[config.mk]
export PLATFORM = sky130hd
export DESIGN_NAME = afq_sample_fifo
export DESIGN_NICKNAME = d
export VERILOG_FILES = /design/src/rtl/afq_pkg.sv /design/src/rtl/afq_fifo.sv /design/src/rtl/afq_flag.sv /design/src/rtl/afq_sample_fifo.sv
export SDC_FILE = /design/constraint.sdc
export NUM_CORES = 2
export LEC_CHECK = 0
export CAP_MARGIN = 20
export CORE_MARGIN = 10
export CORE_UTILIZATION = 65
export DETAILED_ROUTE_END_ITERATION = 6
export GPL_TIMING_DRIVEN = 0
export PLACE_DENSITY_LB_ADDON = 0.05
export SYNTH_ARGS = -nofsm -noshare
export SYNTH_HDL_FRONTEND = slang
export SYNTH_SLANG_ARGS = --single-unit
export TNS_END_PERCENT = 50
[constraint.sdc]
create_clock -name clk -period 4.9 [get_ports clk]
set_input_delay 0.98 -clock clk [delete_from_list [all_inputs] [get_ports clk]]
set_output_delay 0.98 -clock clk [all_outputs]
set_load 0.03 [all_outputs]
[src/rtl/afq_pkg.sv]
package afq_pkg;
  typedef enum logic [1:0] {
    SEL_CTRL = 2'd0,
    SEL_STAT = 2'd1,
    SEL_THR  = 2'd2,
    SEL_DATA = 2'd3
  } afq_sel_e;

  // control word
  localparam int unsigned TX_IE_BIT   = 3;
  localparam int unsigned RX_IE_BIT   = 2;
  localparam int unsigned TX_HOLD_BIT = 1;
  localparam int unsigned RX_HOLD_BIT = 0;
  // status word
  localparam int unsigned TX_CNT_LSB  = 24;
  localparam int unsigned TX_FLG_BIT  = 16;
  localparam int unsigned RX_CNT_LSB  = 8;
  localparam int unsigned RX_FLG_BIT  = 0;
  // threshold word
  localparam int unsigned TX_THR_LSB  = 8;
  localparam int unsigned RX_THR_LSB  = 0;
endpackage

[src/rtl/afq_fifo.sv]
module afq_fifo #(
  parameter int unsigned DW = 32,
  parameter int unsigned DEPTH = 32,
  parameter bit REJECT_ON_PUSH = 1'b0,
  localparam int unsigned AW = (DEPTH > 1) ? $clog2(DEPTH) : 1,
  localparam int unsigned CW = $clog2(DEPTH + 1)
) (
  input  logic          clk,
  input  logic          rst_n,
  input  logic          flush,
  input  logic          push,
  input  logic [DW-1:0] push_data,
  input  logic          pop,
  output logic [DW-1:0] head,
  output logic [CW-1:0] count,
  output logic          reject
);
  logic [DW-1:0] mem_q [DEPTH];
  logic [AW-1:0] wp_q, wp_d, rp_q, rp_d;
  logic [CW-1:0] cnt_q, cnt_d;
  logic          rej_q, rej_d;
  logic          full, empty, push_ok, pop_ok;

  assign full    = (cnt_q == CW'(DEPTH));
  assign empty   = (cnt_q == '0);
  assign push_ok = push & ~full & ~flush;
  assign pop_ok  = pop & ~empty & ~flush;

  always_comb begin
    wp_d  = wp_q;
    rp_d  = rp_q;
    cnt_d = cnt_q;
    if (flush) begin
      wp_d  = '0;
      rp_d  = '0;
      cnt_d = '0;
    end else begin
      if (push_ok) wp_d = (wp_q == AW'(DEPTH - 1)) ? '0 : wp_q + 1'b1;
      if (pop_ok)  rp_d = (rp_q == AW'(DEPTH - 1)) ? '0 : rp_q + 1'b1;
      cnt_d = cnt_q + CW'(push_ok) - CW'(pop_ok);
    end
  end

  generate
    if (REJECT_ON_PUSH) begin : g_rej_push
      assign rej_d = push & full & ~flush;
    end else begin : g_rej_pop
      assign rej_d = pop & empty & ~flush;
    end
  endgenerate

  always_ff @(posedge clk or negedge rst_n) begin
    if (!rst_n) begin
      wp_q  <= '0;
      rp_q  <= '0;
      cnt_q <= '0;
      rej_q <= 1'b0;
    end else begin
      wp_q  <= wp_d;
      rp_q  <= rp_d;
      cnt_q <= cnt_d;
      rej_q <= rej_d;
    end
  end

  always_ff @(posedge clk) begin
    if (push_ok) mem_q[wp_q] <= push_data;
  end

  assign head   = mem_q[rp_q];
  assign count  = cnt_q;
  assign reject = rej_q;

  a_r2_push_grows: assert property (@(posedge clk) disable iff (!rst_n)
    (push && !pop && !full && !flush) |=> (cnt_q == $past(cnt_q) + 1'b1));
  a_r4_full_push_dropped: assert property (@(posedge clk) disable iff (!rst_n)
    (full && push && !pop && !flush) |=> (cnt_q == CW'(DEPTH)));
  a_r5_empty_pop_dropped: assert property (@(posedge clk) disable iff (!rst_n)
    (empty && pop && !push && !flush) |=> (cnt_q == '0));
  a_r10_flush_empties: assert property (@(posedge clk) disable iff (!rst_n)
    flush |=> (cnt_q == '0));
  a_r11_count_bound: assert property (@(posedge clk) disable iff (!rst_n)
    (cnt_q <= CW'(DEPTH)));
endmodule

[src/rtl/afq_flag.sv]
module afq_flag (
  input  logic clk,
  input  logic rst_n,
  input  logic set_cond,
  input  logic clr,
  output logic flag
);
  logic flag_q, flag_d;

  always_comb begin
    flag_d = clr ? 1'b0 : (flag_q | set_cond);
  end

  always_ff @(posedge clk or negedge rst_n) begin
    if (!rst_n) flag_q <= 1'b0;
    else        flag_q <= flag_d;
  end

  assign flag = flag_q;

  a_r8_zero_write_clears: assert property (@(posedge clk) disable iff (!rst_n)
    clr |=> !flag_q);
  // also covers R7 for the receive instance
  a_r6_cond_sets: assert property (@(posedge clk) disable iff (!rst_n)
    (set_cond && !clr) |=> flag_q);
endmodule

[src/rtl/afq_sample_fifo.sv]
module afq_sample_fifo
  import afq_pkg::*;
#(
  parameter int unsigned DW = 32,
  parameter int unsigned DEPTH = 32,
  localparam int unsigned CW = $clog2(DEPTH + 1),
  localparam int unsigned TW = (DEPTH > 1) ? $clog2(DEPTH) : 1
) (
  input  logic          clk,
  input  logic          rst_n,
  input  logic [1:0]    reg_sel,
  input  logic          reg_wr,
  input  logic          reg_rd,
  input  logic [DW-1:0] reg_wdata,
  output logic [DW-1:0] reg_rdata,
  input  logic          ser_tx_pop,
  output logic [DW-1:0] ser_tx_data,
  output logic          ser_tx_underrun,
  input  logic          ser_rx_push,
  input  logic [DW-1:0] ser_rx_data,
  output logic          ser_rx_overrun,
  output logic          tx_req_irq,
  output logic          rx_req_irq
);
  // reset: asynchronous assertion, synchronous release
  logic rs1_q, rs2_q, rst_n_i;
  always_ff @(posedge clk or negedge rst_n) begin
    if (!rst_n) begin
      rs1_q <= 1'b0;
      rs2_q <= 1'b0;
    end else begin
      rs1_q <= 1'b1;
      rs2_q <= rs1_q;
    end
  end
  assign rst_n_i = rs2_q;

  afq_sel_e sel;
  assign sel = afq_sel_e'(reg_sel);

  logic          tx_ie_q, tx_ie_d, rx_ie_q, rx_ie_d;
  logic          tx_hold_q, tx_hold_d, rx_hold_q, rx_hold_d;
  logic [TW-1:0] tx_thr_q, tx_thr_d, rx_thr_q, rx_thr_d;

  always_comb begin
    tx_ie_d   = tx_ie_q;
    rx_ie_d   = rx_ie_q;
    tx_hold_d = tx_hold_q;
    rx_hold_d = rx_hold_q;
    tx_thr_d  = tx_thr_q;
    rx_thr_d  = rx_thr_q;
    if (reg_wr && sel == SEL_CTRL) begin
      tx_ie_d   = reg_wdata[TX_IE_BIT];
      rx_ie_d   = reg_wdata[RX_IE_BIT];
      tx_hold_d = reg_wdata[TX_HOLD_BIT];
      rx_hold_d = reg_wdata[RX_HOLD_BIT];
    end
    if (reg_wr && sel == SEL_THR) begin
      tx_thr_d = reg_wdata[TX_THR_LSB +: TW];
      rx_thr_d = reg_wdata[RX_THR_LSB +: TW];
    end
  end

  always_ff @(posedge clk or negedge rst_n_i) begin
    if (!rst_n_i) begin
      tx_ie_q   <= 1'b0;
      rx_ie_q   <= 1'b0;
      tx_hold_q <= 1'b0;
      rx_hold_q <= 1'b0;
      tx_thr_q  <= '0;
      rx_thr_q  <= '0;
    end else begin
      tx_ie_q   <= tx_ie_d;
      rx_ie_q   <= rx_ie_d;
      tx_hold_q <= tx_hold_d;
      rx_hold_q <= rx_hold_d;
      tx_thr_q  <= tx_thr_d;
      rx_thr_q  <= rx_thr_d;
    end
  end

  logic [CW-1:0] tx_cnt, rx_cnt;
  logic [DW-1:0] rx_head;
  logic          data_wr, data_rd;

  assign data_wr = reg_wr && (sel == SEL_DATA);
  assign data_rd = reg_rd && (sel == SEL_DATA);

  afq_fifo #(.DW(DW), .DEPTH(DEPTH), .REJECT_ON_PUSH(1'b0)) u_tx (
    .clk(clk), .rst_n(rst_n_i), .flush(tx_hold_q),
    .push(data_wr), .push_data(reg_wdata), .pop(ser_tx_pop),
    .head(ser_tx_data), .count(tx_cnt), .reject(ser_tx_underrun)
  );

  afq_fifo #(.DW(DW), .DEPTH(DEPTH), .REJECT_ON_PUSH(1'b1)) u_rx (
    .clk(clk), .rst_n(rst_n_i), .flush(rx_hold_q),
    .push(ser_rx_push), .push_data(ser_rx_data), .pop(data_rd),
    .head(rx_head), .count(rx_cnt), .reject(ser_rx_overrun)
  );

  logic tx_cond, rx_cond, tx_clr, rx_clr, tx_flag, rx_flag;
  assign tx_cond = (tx_cnt <= CW'(tx_thr_q));
  assign rx_cond = (rx_cnt > CW'(rx_thr_q));
  assign tx_clr  = reg_wr && (sel == SEL_STAT) && !reg_wdata[TX_FLG_BIT];
  assign rx_clr  = reg_wr && (sel == SEL_STAT) && !reg_wdata[RX_FLG_BIT];

  afq_flag u_tx_flag (.clk(clk), .rst_n(rst_n_i), .set_cond(tx_cond), .clr(tx_clr), .flag(tx_flag));
  afq_flag u_rx_flag (.clk(clk), .rst_n(rst_n_i), .set_cond(rx_cond), .clr(rx_clr), .flag(rx_flag));

  assign tx_req_irq = tx_flag & tx_ie_q;
  assign rx_req_irq = rx_flag & rx_ie_q;

  always_comb begin
    reg_rdata = '0;
    unique case (sel)
      SEL_CTRL: begin
        reg_rdata[TX_IE_BIT]   = tx_ie_q;
        reg_rdata[RX_IE_BIT]   = rx_ie_q;
        reg_rdata[TX_HOLD_BIT] = tx_hold_q;
        reg_rdata[RX_HOLD_BIT] = rx_hold_q;
      end
      SEL_STAT: begin
        reg_rdata[TX_CNT_LSB +: CW] = tx_cnt;
        reg_rdata[TX_FLG_BIT]       = tx_flag;
        reg_rdata[RX_CNT_LSB +: CW] = rx_cnt;
        reg_rdata[RX_FLG_BIT]       = rx_flag;
      end
      SEL_THR: begin
        reg_rdata[TX_THR_LSB +: TW] = tx_thr_q;
        reg_rdata[RX_THR_LSB +: TW] = rx_thr_q;
      end
      SEL_DATA: reg_rdata = (rx_cnt == '0) ? '0 : rx_head;
      default:  reg_rdata = '0;
    endcase
  end

  a_r10_tx_hold_quiet: assert property (@(posedge clk) disable iff (!rst_n_i)
    tx_hold_q |=> !ser_tx_underrun);
  a_r10_rx_hold_quiet: assert property (@(posedge clk) disable iff (!rst_n_i)
    rx_hold_q |=> !ser_rx_overrun);
endmodule

Word-level counts from Yosys, hierarchy flattened --
Memories as Yosys holds them, arrays and structs flattened. Index checks and enable logic that the tools add are counted.
Storage, ports and cells: register bits after elaboration 52, RAM bits 2048, input port bits 72, output and inout bits 68, logic and storage cells 109, memories 2
Operators by class: add/sub/neg operators 8, magnitude comparators 2, equal/unequal tests 9, mux-type cells 32, bitwise operators 22, reductions and logical operators 16
Memory list:
- u_rx.mem_q | words 32, bits a word 32, read ports 1, clocked after memory_dff 0, wr ports 1, line afq_fifo.sv:18 | logic [DW-1:0] mem_q [DEPTH];
- u_tx.mem_q | words 32, bits a word 32, read ports 1, clocked after memory_dff 0, wr ports 1, line afq_fifo.sv:18
Operators by type and width (number):
- 5-bit two-way mux | 12
- 32-bit two-way mux | 1
- 5-bit by 1-bit adder with 5-bit output (second input constant) | 4
- 5-bit == test (second input constant) | 4
- 5-bit one-hot mux with 3 select lines | 1
- 1-bit AND | 14
- 6-bit by 1-bit adder with 6-bit output | 2
- 6-bit == test (second input constant) | 2
- 6-bit logical NOT | 2
- 6-bit two-way mux | 2
- 6-bit one-hot mux with 2 select lines | 1
- 6-bit by 1-bit subtractor with 6-bit output | 2
- 3-bit one-hot mux with 3 select lines | 1
- 2-bit nonzero test | 4
- 1-bit logical AND | 7
- 7-bit two-way mux | 1
- 6-bit by 5-bit > comparator with 1-bit output | 1
- 6-bit by 5-bit <= comparator with 1-bit output | 1
- 1-bit two-way mux | 6
- 1-bit inverter | 6
- 1-bit one-hot mux with 2 select lines | 3
- 2-bit == test (second input constant) | 2
- 2-bit two-way mux | 2
- 1-bit one-hot mux with 4 select lines | 1
- 5 further kinds | 7

Depth between registers and ports, before layout --
depth in word-level cells 7, gate-level depth with buffers 15, depth with buffers taken out 15

By module --
A second synthesis with hierarchy kept.
Unflattened totals: cell total of the unflattened synthesis 4221, area, all modules 82140.0 sq um
Modules (own cells, without submodules):
- afq_fifo | instances 2, cells each 2038, area each 40361.2 sq um, sequential area each 31174.9 sq um
- afq_sample_fifo | instances 1, cells each 141, area each 1347.5 sq um, sequential area each 400.4 sq um
- afq_flag | instances 2, cells each 2, area each 35.0 sq um, sequential area each 25.0 sq um

Worst setup path before layout --
Ideal clock, no wire load.
path kind input -> register, start input reg_sel[1], end memory u_tx.mem_q[28][0], enable pin, library setup time 0.421 ns, arrival 3.496 ns, data required time 4.479 ns, setup slack 0.983 ns, cell stages on the path 5, buffers on the path 1, cell sequence clkbuf_1 nand3_1 a211oi_2 nand2_1 nor2_1
Between the ends: longest elaborated chain between the ends 6
RTL lines:
- start, declared | line afq_sample_fifo.sv:11 | input logic [1:0] reg_sel,
- 2-bit == test | line afq_sample_fifo.sv:86 | assign data_wr = reg_wr && (sel == SEL_DATA);
- 1-bit logical AND | line afq_sample_fifo.sv:86
- 1-bit AND (2 in a row) | line afq_fifo.sv:26 | assign push_ok = push & ~full & ~flush;
- 1-bit two-way mux | line afq_fifo.sv:67 | if (push_ok) mem_q[wp_q] <= push_data;
- 1-bit two-way mux (not written as such) | line afq_fifo.sv:67
- end, declared | line afq_fifo.sv:18
Every way passes these cells.

Worst setup path after layout --
start register u_rx.rp_q[0], end output reg_rdata[27]
Between the ends: longest elaborated chain between the ends 3
RTL lines:
- start, declared | line afq_fifo.sv:19 | logic [AW-1:0] wp_q, wp_d, rp_q, rp_d;
- start signal, assigned | line afq_fifo.sv:60 | rp_q <= rp_d;
- memory 32 x 32 bit
- 32-bit two-way mux | line afq_sample_fifo.sv:132 | SEL_DATA: reg_rdata = (rx_cnt == '0) ? '0 : rx_head;
- 6-bit one-hot mux with 2 select lines | line afq_sample_fifo.sv:115 | unique case (sel)
- end, declared | line afq_sample_fifo.sv:15 | output logic [DW-1:0] reg_rdata,
Every way passes these cells.

==> impl_results.md <==
* Seq/Total Area, Yosys at 77.2%
* Final setup margin at 6.53 ps
* Max-slew headroom at 17.5%
* TritonCTS clock tree: yes
* DRC at 0
* Via count at 41114
* Most area-hungry cell type in the Yosys netlist: edfxtp_1
* Drt wl/cell at 37.0 µm
* Critical path peak fanout at 10
* Port bufs at 138
* Standard-cell rows at 129
* Yosys warning total at 0
* Commonest cells after routing, fill and taps aside: edfxtp_1 (2048), mux4_2 (505), clkbuf_16 (214), mux2i_1 (199), clkdlybuf4s50_1 (97)
* Non-Filler Instances at 5843
* Placer congestion estimate at 0.872
* Grt met2 use at 52.6%
* Fin util at 76.3%
* Hold Path Class: flip-flop to asynchronous set/reset pin
* GRT Overall Usage at 30.8%
* # IOs at 140
* Tightest Pin Transition at 1240 ps
* Nets at 4158
* Detailed Route WL at 216000 µm
* Most Crowded Layer GR: met2
* Most common cell after layout, fill and taps aside: edfxtp_1
* DP Worst Slack at -734 ps
* Skew final at 27.2 ps
* Worst reg2reg startpoint: u_rx.count[3]
* R2R Path End: u_rx.count[5]
* Post-synth EDFFs at 2048
* Seq cells post-synth at 2100
* Synthesized area at 81400 µm²
* Crit share post-route at 99.9%
* Yosys top cell area share at 75.6%
* Hold buffer count at cts at 0
* CTS root buf: clkbuf_16
* Worst EP required at 3920 ps
* Avg Synthesized Cell Area at 22.6 µm²
* Initial Utilization at 65.6%
* Status: finished clean
* Synth async-reset ratio at 2.48%
* Pwr per Cell Area at 444 nW/µm²
* Die Wd at 374 µm
* Library cells used by synthesis at 54
* Hold Violations, Final at 0
* Reg2Reg Setup Slack at 940 ps
* Largest net degree at the start of global routing at 35
* 1st-pass router iterations at 5
* # setup viols final at 0
* Lkg Pwr at 0.0292 µW
* Syn nets at 3714
* Detail Placement HPWL at 138000 µm
* Initial antenna violation count at 8
* Routed Antenna Nets at 0
* Dpl cells at 5457
* Clock Pin Slew Worst Setup and Hold Paths at 60 ps
* Fin crit period at 4890 ps
* Critical path class: flip-flop to primary output
* Max-slew violation count at 0
* Max Cap Viol at 0
* First-pass GRT wire length at 305000 µm
* Via density at 7.04
* Finished Cell Area at 94600 µm²
* Worst skew pair latency at 830 ps
* Post-Synthesis Cells at 3598
* Placed cell area at 87100 µm²
* VDD IR max at 417 µV
* First-iteration detailed-routing DRC count at 5768
* Met3 usage at 5.60%
* CP Capture Type: primary output
* Max H-tree Level at 4
* Fmax at 204 MHz
* Total grt overflow at 0
* CP Launch Type: flip-flop
* Met1 global-route usage at 38.8%
* Fraction of layout cells with a size suffix above 1 at 28.9%
* Syn-to-layout area delta at 16.3%
* Num CTS Buffers at 196
* Clock Tree Buf Depth at 3
* Core area at 124000 µm²
* Die H at 374 µm
* Prevailing post-synth register cell: edfxtp_1
* R2R cell count at 15
* Clock sinks at 2100
* Largest cells by area after synthesis: edfxtp_1 (76%), mux4_2 (14%), mux2i_1 (2.5%)
* Vias in the first global route at 42115
* Crit path DAT at 3910 ps
* Final hold slack at 212 ps
* Die area at 140000 µm²
* Unrepaired setup endpoints after global routing: true
[cells by family (layout without fill, tap and decap cells)]
kind of cell / after synthesis / count (layout) / share of synthesized area (%)
buf+inv: 221 / 825 / 1.23
mux: 776 / 776 / 17.4
other cells: 1 / 5 / 0.00461
flops: 2100 / 2100 / 77.2
fa+ha+maj: 44 / 44 / 0.695
xor+xnor: 9 / 9 / 0.0969
simple gates: 212 / 212 / 1.24
compound gates: 235 / 235 / 2.12
[where the power goes]
part           switching [µW]  internal [µW]  leakage (µW)
Clock                    6410           8450       0.00305
Sequential                161          19900        0.0191
Combinational            3850           3190       0.00710
[worst max-delay path, stage by stage (launching register included)]
cell	delay [ps]
dfrtp_1	510
buf_6	250
buf_6	250
buf_6	250
mux4_2	540
mux2i_2	290
o2111ai_1	230
a22o_1	370
dlygate4sd2_1	400
[how the worst max path moves through the flow]
stage          slack, ps    startpoint                  to
2_1_floorplan        980    reg_sel[1]   u_tx.mem_q[28][0]
3_3_place_gp       -1590    reg_sel[0]  u_tx.mem_q[28][31]
3_5_place_dp        -730    reg_sel[0]        reg_rdata[8]
4_1_cts             -140  u_rx.rp_q[0]       reg_rdata[31]
5_1_grt              -20  u_rx.rp_q[0]       reg_rdata[13]
6_report               7  u_rx.rp_q[0]       reg_rdata[27]
[sequential cells by signal, indices dropped and copies added, names as in the netlist, 5 cells and up]
signal      flops
u_tx.rp_q       5
u_tx.wp_q       5
u_rx.mem_q   1024
u_tx.mem_q   1024
rx_thr_q        5
u_tx.count      6
u_rx.rp_q       5
u_rx.count      6
u_rx.wp_q       5
tx_thr_q        5
[through the flow]
stage,TNS (ps),power (µW)
6_report,0,42000
5_1_grt,-93.8,43100
4_1_cts,-249,42000
3_5_place_dp,-16670,27300
3_3_place_gp,-2499170,27000
2_1_floorplan,0,24800
[Yosys cell counts (7+ instances only)]
| library cell | n |
|---|---|
| a21oi_1 | 32 |
| mux2_1 | 10 |
| edfxtp_1 | 2048 |
| mux2i_1 | 205 |
| nand2b_1 | 9 |
| mux2_2 | 56 |
| nor2b_1 | 18 |
| buf_2 | 59 |
| buf_1 | 15 |
| clkbuf_1 | 95 |
| nand3_1 | 9 |
| buf_4 | 21 |
| o2111ai_1 | 8 |
| xnor2_1 | 7 |
| mux4_2 | 505 |
| a22o_1 | 51 |
| a22oi_1 | 12 |
| nor2_1 | 92 |
| nand2_1 | 42 |
| o22ai_1 | 32 |
| ha_1 | 42 |
| a211oi_1 | 15 |
| inv_1 | 28 |
| dfrtp_1 | 52 |
| nand3b_1 | 8 |
| o21ai_1 | 17 |
| a221oi_1 | 40 |
[routing by layer]
layer,part of all wire (%),vias to the layer above
li1,-,16147
met1,34,21617
met2,52,2790
met3,9.1,556
met4,4.8,4
met5,0.013,-
[area by class of cell]
cell class                      instances  area [µm²]
Clock buffer                          262        5410
Fill cell                            6443       29400
Clock inverter                         96         807
Buffer                                190        1250
Timing Repair Buffer                  249        3850
Sequential cell                      2100       62800
Multi-Input combinational cell       1277       18300
Tap cell                             1637        2050
Antenna cell                            4        10.0
Inverter                               28         105
[what timing repair did]
item | CTS | global route
pin swaps | 2 | 0
setup endpoints to repair | 64 | 34
resized for setup | 249 | 39
buffers inserted | 0 | 0
No activity file was read; power rests on OpenSTA's default activity.
